### config.mk
export PLATFORM = sky130hd
export DESIGN_NAME = bcd_watchdog
export DESIGN_NICKNAME = d
export VERILOG_FILES = /design/src/rtl/wdt_pkg.sv /design/src/rtl/bcd_down_counter.sv /design/src/rtl/wdt_regs.sv /design/src/rtl/wdt_status.sv /design/src/rtl/wdt_rst_pulse.sv /design/src/rtl/bcd_watchdog.sv
export SDC_FILE = /design/constraint.sdc
export NUM_CORES = 1
export LEC_CHECK = 0
export BUFFER_PORTS_ARGS = -buffer_cell sky130_fd_sc_hd__buf_2
export CAP_MARGIN = 20
export CORE_ASPECT_RATIO = 0.9
export CORE_MARGIN = 2
export CORE_UTILIZATION = 55
export CTS_CLUSTER_SIZE = 28
export DETAILED_ROUTE_END_ITERATION = 7
export PLACE_DENSITY = 0.78
export RECOVER_POWER = 25
export SYNTH_ARGS = -nofsm -noshare
export SYNTH_HDL_FRONTEND = slang
export SYNTH_HIERARCHICAL = 1
export SYNTH_SLANG_ARGS = --single-unit
### constraint.sdc
create_clock -name clk -period 5.68 [get_ports clk]
set_input_delay 1.136 -clock clk [delete_from_list [all_inputs] [get_ports clk]]
set_output_delay 1.136 -clock clk [all_outputs]
set_load 0.01 [all_outputs]
### src/rtl/wdt_pkg.sv
// Shared register offsets and control type for the BCD watchdog.
// Assumes byte-wide registers and a decoded offset bus.
package wdt_pkg;
    localparam int OFS_FRAC = 12;  // tenths | hundredths
    localparam int OFS_SECS = 13;  // tens | units of seconds
    localparam int OFS_STAT = 14;  // bit1 watchdog flag, bit0 summary flag
    localparam int OFS_CTRL = 15;  // bit1 enable, bit0 steering

    typedef struct packed {
        logic en;     // counting permitted
        logic steer;  // 1: reset pulse, 0: interrupt
    } wdt_ctrl_t;
endpackage

### src/rtl/bcd_down_counter.sv
// Multi-digit packed-BCD down counter with parallel load.
// Assumes load values hold valid BCD digits; load overrides decrement.
module bcd_down_counter #(
    parameter int DIGITS = 4,
    localparam int CNT_W = 4 * DIGITS
) (
    input  logic             clk,
    input  logic             rst_n,
    input  logic             load,
    input  logic [CNT_W-1:0] load_val,
    input  logic             dec,
    output logic [CNT_W-1:0] count,
    output logic             at_one
);
    logic [DIGITS:0]    borrow;
    logic [CNT_W-1:0]   next_cnt;

    assign borrow[0] = dec;

    // Per-digit decrement with borrow ripple toward the top digit
    for (genvar d = 0; d < DIGITS; d++) begin : g_digit
        logic [3:0] cur;
        assign cur = count[4*d +: 4];
        always_comb begin
            if (borrow[d]) begin
                next_cnt[4*d +: 4] = (cur == 4'd0) ? 4'd9 : cur - 4'd1;
                borrow[d+1]        = (cur == 4'd0);
            end else begin
                next_cnt[4*d +: 4] = cur;
                borrow[d+1]        = 1'b0;
            end
        end
    end

    // Count register: load takes priority over decrement
    always_ff @(posedge clk) begin
        if (!rst_n)
            count <= '0;
        else if (load)
            count <= load_val;
        else if (dec)
            count <= next_cnt;
    end

    // Final-step detection used by the expiry logic
    assign at_one = (count == CNT_W'(1));
endmodule

### src/rtl/wdt_regs.sv
// Byte register file: timeout bytes, control bits, status read path.
// Assumes wr_en and rd_en are never asserted in the same cycle.
module wdt_regs
    import wdt_pkg::*;
#(
    parameter int ADDR_W = 5
) (
    input  logic              clk,
    input  logic              rst_n,
    input  logic              wr_en,
    input  logic              rd_en,
    input  logic [ADDR_W-1:0] addr,
    input  logic [7:0]        wdata,
    input  logic              wd_flag,
    input  logic              irq_flag,
    output logic [7:0]        frac_q,
    output logic [7:0]        secs_q,
    output wdt_ctrl_t         ctrl_q,
    output logic              reload,
    output logic              status_rd,
    output logic [7:0]        rdata
);
    logic hit_frac, hit_secs, hit_stat, hit_ctrl;

    // Offset decode
    assign hit_frac = (addr == ADDR_W'(OFS_FRAC));
    assign hit_secs = (addr == ADDR_W'(OFS_SECS));
    assign hit_stat = (addr == ADDR_W'(OFS_STAT));
    assign hit_ctrl = (addr == ADDR_W'(OFS_CTRL));

    assign status_rd = rd_en && hit_stat;

    // Writable registers
    always_ff @(posedge clk) begin
        if (!rst_n) begin
            frac_q <= '0;
            secs_q <= '0;
            ctrl_q <= '0;
        end else if (wr_en) begin
            if (hit_frac) frac_q <= wdata;
            if (hit_secs) secs_q <= wdata;
            if (hit_ctrl) ctrl_q <= wdt_ctrl_t'(wdata[1:0]);
        end
    end

    // Reload strobe one cycle after a timeout write, once bytes are settled
    always_ff @(posedge clk) begin
        if (!rst_n)
            reload <= 1'b0;
        else
            reload <= wr_en && (hit_frac || hit_secs);
    end

    // Registered read mux
    always_ff @(posedge clk) begin
        if (!rst_n)
            rdata <= '0;
        else if (rd_en) begin
            if (hit_frac)      rdata <= frac_q;
            else if (hit_secs) rdata <= secs_q;
            else if (hit_stat) rdata <= {6'b0, wd_flag, irq_flag};
            else if (hit_ctrl) rdata <= {6'b0, ctrl_q};
            else               rdata <= '0;
        end
    end
endmodule

### src/rtl/wdt_status.sv
// Sticky expiry flags with read-to-clear; a new expiry wins over a clear.
// Assumes expire is a single-cycle strobe.
module wdt_status (
    input  logic clk,
    input  logic rst_n,
    input  logic expire,
    input  logic steer,
    input  logic clr,
    output logic wd_flag,
    output logic irq_flag
);
    // Flag update
    always_ff @(posedge clk) begin
        if (!rst_n) begin
            wd_flag  <= 1'b0;
            irq_flag <= 1'b0;
        end else begin
            wd_flag  <= expire | (wd_flag & ~clr);
            irq_flag <= (expire & ~steer) | (irq_flag & ~clr);
        end
    end
endmodule

### src/rtl/wdt_rst_pulse.sv
// Fixed-length pulse stretcher for the watchdog reset output.
// Assumes CYCLES >= 1; a new start reloads the full length.
module wdt_rst_pulse #(
    parameter int CYCLES = 16,
    localparam int CW = $clog2(CYCLES + 1)
) (
    input  logic clk,
    input  logic rst_n,
    input  logic start,
    output logic pulse
);
    logic [CW-1:0] remain;

    // Remaining-cycle counter
    always_ff @(posedge clk) begin
        if (!rst_n)
            remain <= '0;
        else if (start)
            remain <= CW'(CYCLES);
        else if (remain != '0)
            remain <= remain - CW'(1);
    end

    assign pulse = (remain != '0);
endmodule

### src/rtl/bcd_watchdog.sv
// Top of the BCD hundredths watchdog: register file, decimal counter,
// sticky flags and reset stretcher. Assumes tick_100hz is a 1-cycle pulse.
module bcd_watchdog
    import wdt_pkg::*;
#(
    parameter int ADDR_W     = 5,
    parameter int RST_CYCLES = 16
) (
    input  logic              clk,
    input  logic              rst_n,
    input  logic              tick_100hz,
    input  logic              wr_en,
    input  logic              rd_en,
    input  logic [ADDR_W-1:0] addr,
    input  logic [7:0]        wdata,
    output logic [7:0]        rdata,
    output logic              irq,
    output logic              wd_rst
);
    localparam int DIGITS = 4;
    localparam int CNT_W  = 4 * DIGITS;

    logic [7:0]       frac_q, secs_q;
    wdt_ctrl_t        ctrl_q;
    logic             reload, status_rd;
    logic             wd_flag, irq_flag;
    logic [CNT_W-1:0] load_val, count;
    logic             at_one, armed, step, expire;

    wdt_regs #(.ADDR_W(ADDR_W)) u_regs (
        .clk(clk), .rst_n(rst_n), .wr_en(wr_en), .rd_en(rd_en),
        .addr(addr), .wdata(wdata), .wd_flag(wd_flag), .irq_flag(irq_flag),
        .frac_q(frac_q), .secs_q(secs_q), .ctrl_q(ctrl_q),
        .reload(reload), .status_rd(status_rd), .rdata(rdata)
    );

    assign load_val = {secs_q, frac_q};

    // A counting step happens on a tick while armed and enabled
    assign step   = tick_100hz && ctrl_q.en && armed && !reload;
    assign expire = step && at_one;

    bcd_down_counter #(.DIGITS(DIGITS)) u_cnt (
        .clk(clk), .rst_n(rst_n), .load(reload), .load_val(load_val),
        .dec(step), .count(count), .at_one(at_one)
    );

    // Armed state: set by a nonzero reload, dropped on expiry
    always_ff @(posedge clk) begin
        if (!rst_n)
            armed <= 1'b0;
        else if (reload)
            armed <= (load_val != '0);
        else if (expire)
            armed <= 1'b0;
    end

    wdt_status u_stat (
        .clk(clk), .rst_n(rst_n), .expire(expire), .steer(ctrl_q.steer),
        .clr(status_rd), .wd_flag(wd_flag), .irq_flag(irq_flag)
    );

    wdt_rst_pulse #(.CYCLES(RST_CYCLES)) u_pulse (
        .clk(clk), .rst_n(rst_n), .start(expire && ctrl_q.steer),
        .pulse(wd_rst)
    );

    assign irq = irq_flag;
endmodule

After elaboration in Yosys (flattened, before gate mapping):

Index checks and enable logic that the tools add are counted.
Widths: inputs -> output; s select.

* $add $sub $neg: 5
* mux-type cells: 20
* bitwise gates (word level): 8
* equality and inequality tests: 5
* reductions and logical operators: 28

Operator list (count)
* $mux 16: 2
* $mux 4: 7
* $mux 8: 3
* $eq 5x4->1 const B: 4
* $eq 16x1->1 const B: 1
* $logic_not 4->1: 4
* $reduce_bool 16->1: 1
* $sub 4x1->4 const B: 4
* $reduce_and 2->1: 6
* $reduce_bool 2->1: 6
* $mux 5: 2
* $logic_and 1x1->1: 7
* $mux 1: 5
* $reduce_bool 5->1: 1
* $sub 5x1->5 const B: 1
* $and 1x1->1: 3
* $not 1->1: 3
* $mux 2: 1
* $or 1x1->1: 2
* $reduce_or 2->1: 1
* $logic_not 1->1: 1
* $logic_or 1x1->1: 1

* input port bits: 18
* bits in registers: 51
* word-level logic and storage cells: 81
* output and inout bits: 10

Logic depth before layout (Yosys ltp):

* word-level depth: 9
* gate-level depth with buffers: 8
* gate-level depth less buffers: 7

By module:

The synthesis kept the hierarchy.

By module, submodules not included
* wdt_regs: sequential area each 540.5 sq um, area each 1252.5 sq um, cells each 124, instances 1
* bcd_down_counter: sequential area each 320.3 sq um, area each 915.9 sq um, cells each 111, instances 1
* wdt_rst_pulse: sequential area each 100.1 sq um, area each 235.2 sq um, cells each 24, instances 1
* bcd_watchdog: sequential area each 20.0 sq um, area each 121.4 sq um, cells each 12, instances 1
* wdt_status: sequential area each 40.0 sq um, area each 77.6 sq um, cells each 7, instances 1

Least setup slack after synthesis:

Ideal clock, no wire load.

* path type: in2reg
* start point: input port tick_100hz
* end point: register u_cnt.count[14]
* required time: 5601 ps
* cell stages on the path: 5
* path slack: 3028 ps
* library setup time: 79 ps
* arrival: 2572 ps
* path through: and4b_1 > or4b_4 > nor4b_4 > a311oi_1 > a211oi_2

* word-level cells in the longest chain between the ends: 8

RTL lines
* from (decl): RTL line bcd_watchdog.sv:11 `input logic tick_100hz,`
* $logic_and 1x1->1 * (3 in a row): RTL line bcd_watchdog.sv:40 `assign step = tick_100hz && ctrl_q.en && armed && !reload;`
* $mux 1 (3 in a row): RTL line bcd_down_counter.sv:25 `if (borrow[d]) begin`
* $reduce_bool 2->1 (no source line)
* $reduce_and 2->1 (no source line) *
* to (signal assigned): RTL line bcd_down_counter.sv:40 `count <= load_val;`
* to (signal assigned): RTL line bcd_down_counter.sv:42 `count <= next_cnt;`
* to (decl): RTL line bcd_down_counter.sv:12 `output logic [CNT_W-1:0] count,`

Mark *: on every way between the ends. The rest lies on a longest branch, timed or not.
A chain may end at the register's enable or synchronous reset.

Worst setup path in the final report:

* start point: input port rst_n
* end point: register u_cnt.count[15]

RTL lines
* from (decl): RTL line bcd_watchdog.sv:10 `input logic rst_n,`

No word-level cell between the ends.

==> impl_metrics.env <==
export IMPL_status="finished, violations left"
export IMPL_violations="capacitance limit, slew limit"
export IMPL_post_cts_buffers=0
export IMPL_min_path_cells=2
export IMPL_ir_drop_v=0.0001773
export IMPL_start_util=0.5797
export IMPL_yosys_area_share_simple=0.2933
export IMPL_route_met2_wl_um=2432
export IMPL_reg2reg_from="u_regs/reload"
export IMPL_drtIter0Drc=188
export IMPL_tightest_slew_ns=1.564
export IMPL_detail_route_antenna_nets=0
export IMPL_yosys_warnings=6
export IMPL_ys_types=54
export IMPL_synth_area_leaders="dfxtp_1, mux2i_1, nor2b_1"
export IMPL_vias=2094
export IMPL_finalCritPeriodShare=0.4789
export IMPL_setup_viol=0
export IMPL_path_max_fanout=47
export IMPL_dp_slack_ns=2.786
export IMPL_synth_top_family_by_area="simple AND/OR/NAND/NOR gates"
export IMPL_grt_pass1_vias=1974
export IMPL_synth_main_ff_cell="dfxtp_1"
export IMPL_cts_htree_levels=2
export IMPL_clock_fmax_mhz=367.6
export IMPL_rrSetupSlack_ns=3.43
export IMPL_cts_resized=0
export IMPL_p_total_uw=715.8
export IMPL_worstPathRequired_ns=5.89
export IMPL_muxShareOfSynthArea=0.09519
export IMPL_worstReg2RegEnd="u_cnt/count[14]"
export IMPL_met1Wirelength_um=2635
export IMPL_maxCapViolations=1
export IMPL_cts_buffers=5
export IMPL_syn_instance_count=278
export IMPL_synth_seq_cells=51
export IMPL_die_area_sq_mm=0.005299
export IMPL_hpwl_um=3877
export IMPL_drc=0
export IMPL_syn_to_final_growth_pct=7.115
export IMPL_ioPinCount=28
export IMPL_utilization=0.6210
export IMPL_grt_first_pass_wirelength_um=9459
export IMPL_diodes=0
export IMPL_synth_top_area_cell="dfxtp_1"
export IMPL_portBuffers=27
export IMPL_nets=316
export IMPL_synth_edf_count=0
export IMPL_synth_compound_area_frac=0.1486
export IMPL_yosysSeqAreaShare=0.3923
export IMPL_wl_um=5431
export IMPL_die_h_um=69.26
export IMPL_grt_usage=0.2191
export IMPL_globalplace_congestion=0.8606
export IMPL_core_sq_mm=0.004489
export IMPL_critPathLaunchType="input port"
export IMPL_syn_num_nets=297
export IMPL_async_flop_share=0
export IMPL_relSlewSlack=-0.04235
export IMPL_whs_endpoint="u_regs/rdata[4]"
export IMPL_antenna_found_initial=0
export IMPL_power_leakage_nw=1.013
export IMPL_root_buffer="clkbuf_8"
export IMPL_cts_tree="built"
export IMPL_layout_commonest_cell="dfxtp_1"
export IMPL_top_layer="met4"
export IMPL_synth_cell_area_sq_mm=0.002602
export IMPL_hold_viol=0
export IMPL_fin_ws_ns=2.960
export IMPL_crit_path_end_kind="flip-flop"
export IMPL_drtPass1Iterations=4
export IMPL_crit_slowest_cell="clkbuf_1"
export IMPL_cts_sinks=51
export IMPL_netlist_area_leader_share=0.3923
export IMPL_worstPathCellList="clkbuf_1, inv_1, a311oi_1"
export IMPL_rows=23
export IMPL_fillers=427
export IMPL_chipWidth_um=76.51
export IMPL_vias_per_cell=5.817
export IMPL_dr_wl_met3_um=315
export IMPL_cts_clk_slew_worst_paths_ns=0.09
export IMPL_synth_avg_cell_area_sq_um=9.361
export IMPL_synth_adder_area_share=0.004808
export IMPL_rr_worst_depth=5
export IMPL_arrival_ns=2.93
export IMPL_drive_above_1_share=0.1544
export IMPL_holdBufCountCts=0
export IMPL_grt_max_degree=48
export IMPL_clockBufferDepth=2
export IMPL_slew_violations=48
export IMPL_layout_common_cells="dfxtp_1, nor2b_1, o21ai_0, nor2_1, mux2i_1"
export IMPL_finalSetupTns_ns=0
export IMPL_worstHoldStart="u_regs/rdata[4]"
export IMPL_crit_path_max_incr_delay_ns=1.10
export IMPL_yosys_area_share_xor_xnor=0.02019
export IMPL_crit_type="in -> reg"
export IMPL_rsz0062_at_grt="false"
export IMPL_wl_per_cell_um=15.09
export IMPL_min_period_ns=2.720
export IMPL_power_density_mw_per_mm2=256.8
export IMPL_clock_skew_ns=0.005923
export IMPL_hold_class="reg -> reg"
export IMPL_insertion_delay_ns=0.30
export IMPL_gr_total_overflow=0
where the power goes:
group          internal (mW)  leakage (nW)  switching (mW)
clock network         0.0863        0.0412           0.118
registers              0.374         0.412          0.0155
logic                 0.0609         0.559          0.0620
synth_stat cells, drive strengths merged (2+ instances only):
library cell / n
nor3b: 2
a211oi: 7
nor4b: 4
nor2b: 20
nand3b: 3
a31oi: 4
a311oi: 3
nand2: 13
nor3: 12
mux2: 6
nand3: 12
and4b: 3
mux2i: 18
or4b: 2
and3: 3
a21boi: 11
inv: 4
and2: 2
o21a: 3
nor4: 9
xnor2: 6
dfxtp: 51
clkinv: 2
o21ai: 19
nand4: 3
clkbuf: 5
a21oi: 2
nand2b: 6
nor2: 19
buf: 10
metal layers:
layer / track usage / vias to the layer above
met5: 0 / -
met4: 0.07071 / 0
met3: 0.05729 / 6
met2: 0.3353 / 46
met1: 0.3026 / 991
li1: - / 1051
layout make-up:
type                    instances  area, sq um  share of cell area
inverters                       6        22.52            0.008079
clock inverters                 2        12.51            0.004488
flip-flops and latches         51         1021              0.3662
clock buffers                   6        72.57             0.02603
multi-input cells             206         1459              0.5233
repair buffers                 27        122.6             0.04399
well taps                      62        77.57             0.02783
worst max path at each step:
stage	start	end	depth (start not counted)
2_1_floorplan	tick_100hz	u_cnt/count[14]	5
3_3_place_gp	tick_100hz	u_cnt/count[14]	6
3_5_place_dp	tick_100hz	u_cnt/count[14]	6
4_1_cts	u_pulse/remain[0]	wd_rst	4
5_1_grt	rst_n	u_cnt/count[10]	3
6_report	rst_n	u_cnt/count[15]	3
critical path, delay by kind of cell:
kind / cells / cell delay [ns]
AOI/OAI and AO/OA: 1 / 0.30
buffers and inverters: 2 / 1.47
state kept, by name, summed over array words and instances, names as in the netlist:
name / count
u_stat/irq_flag: 1
u_stat/wd_flag: 1
u_regs/frac_q: 8
u_pulse/remain: 5
u_regs/rdata: 8
u_regs/ctrl_q: 2
u_cnt/count: 16
armed: 1
u_regs/secs_q: 8
u_regs/reload: 1
metrics by stage:
stage | hold slack [ns] | instance area (sq um) | cells
2_1_floorplan | 0.4722 | 2603 | 278
3_3_place_gp | 0.4564 | 2719 | 352
3_5_place_dp | 0.4682 | 2719 | 352
4_1_cts | 0.4869 | 2804 | 360
5_1_grt | 0.5205 | 2788 | 360
6_report | 0.4862 | 2788 | 360
logic make-up after synthesis:
group                      count (synthesis)
and+or+nand+nor                          119
AOI/OAI and AO/OA                         56
DFF                                       51
muxes                                     24
buffers and inverters                     21
xor gates and xnor gates                   6
adders and majority gates                  1
Note: power is estimated with default switching activity, not from simulation.
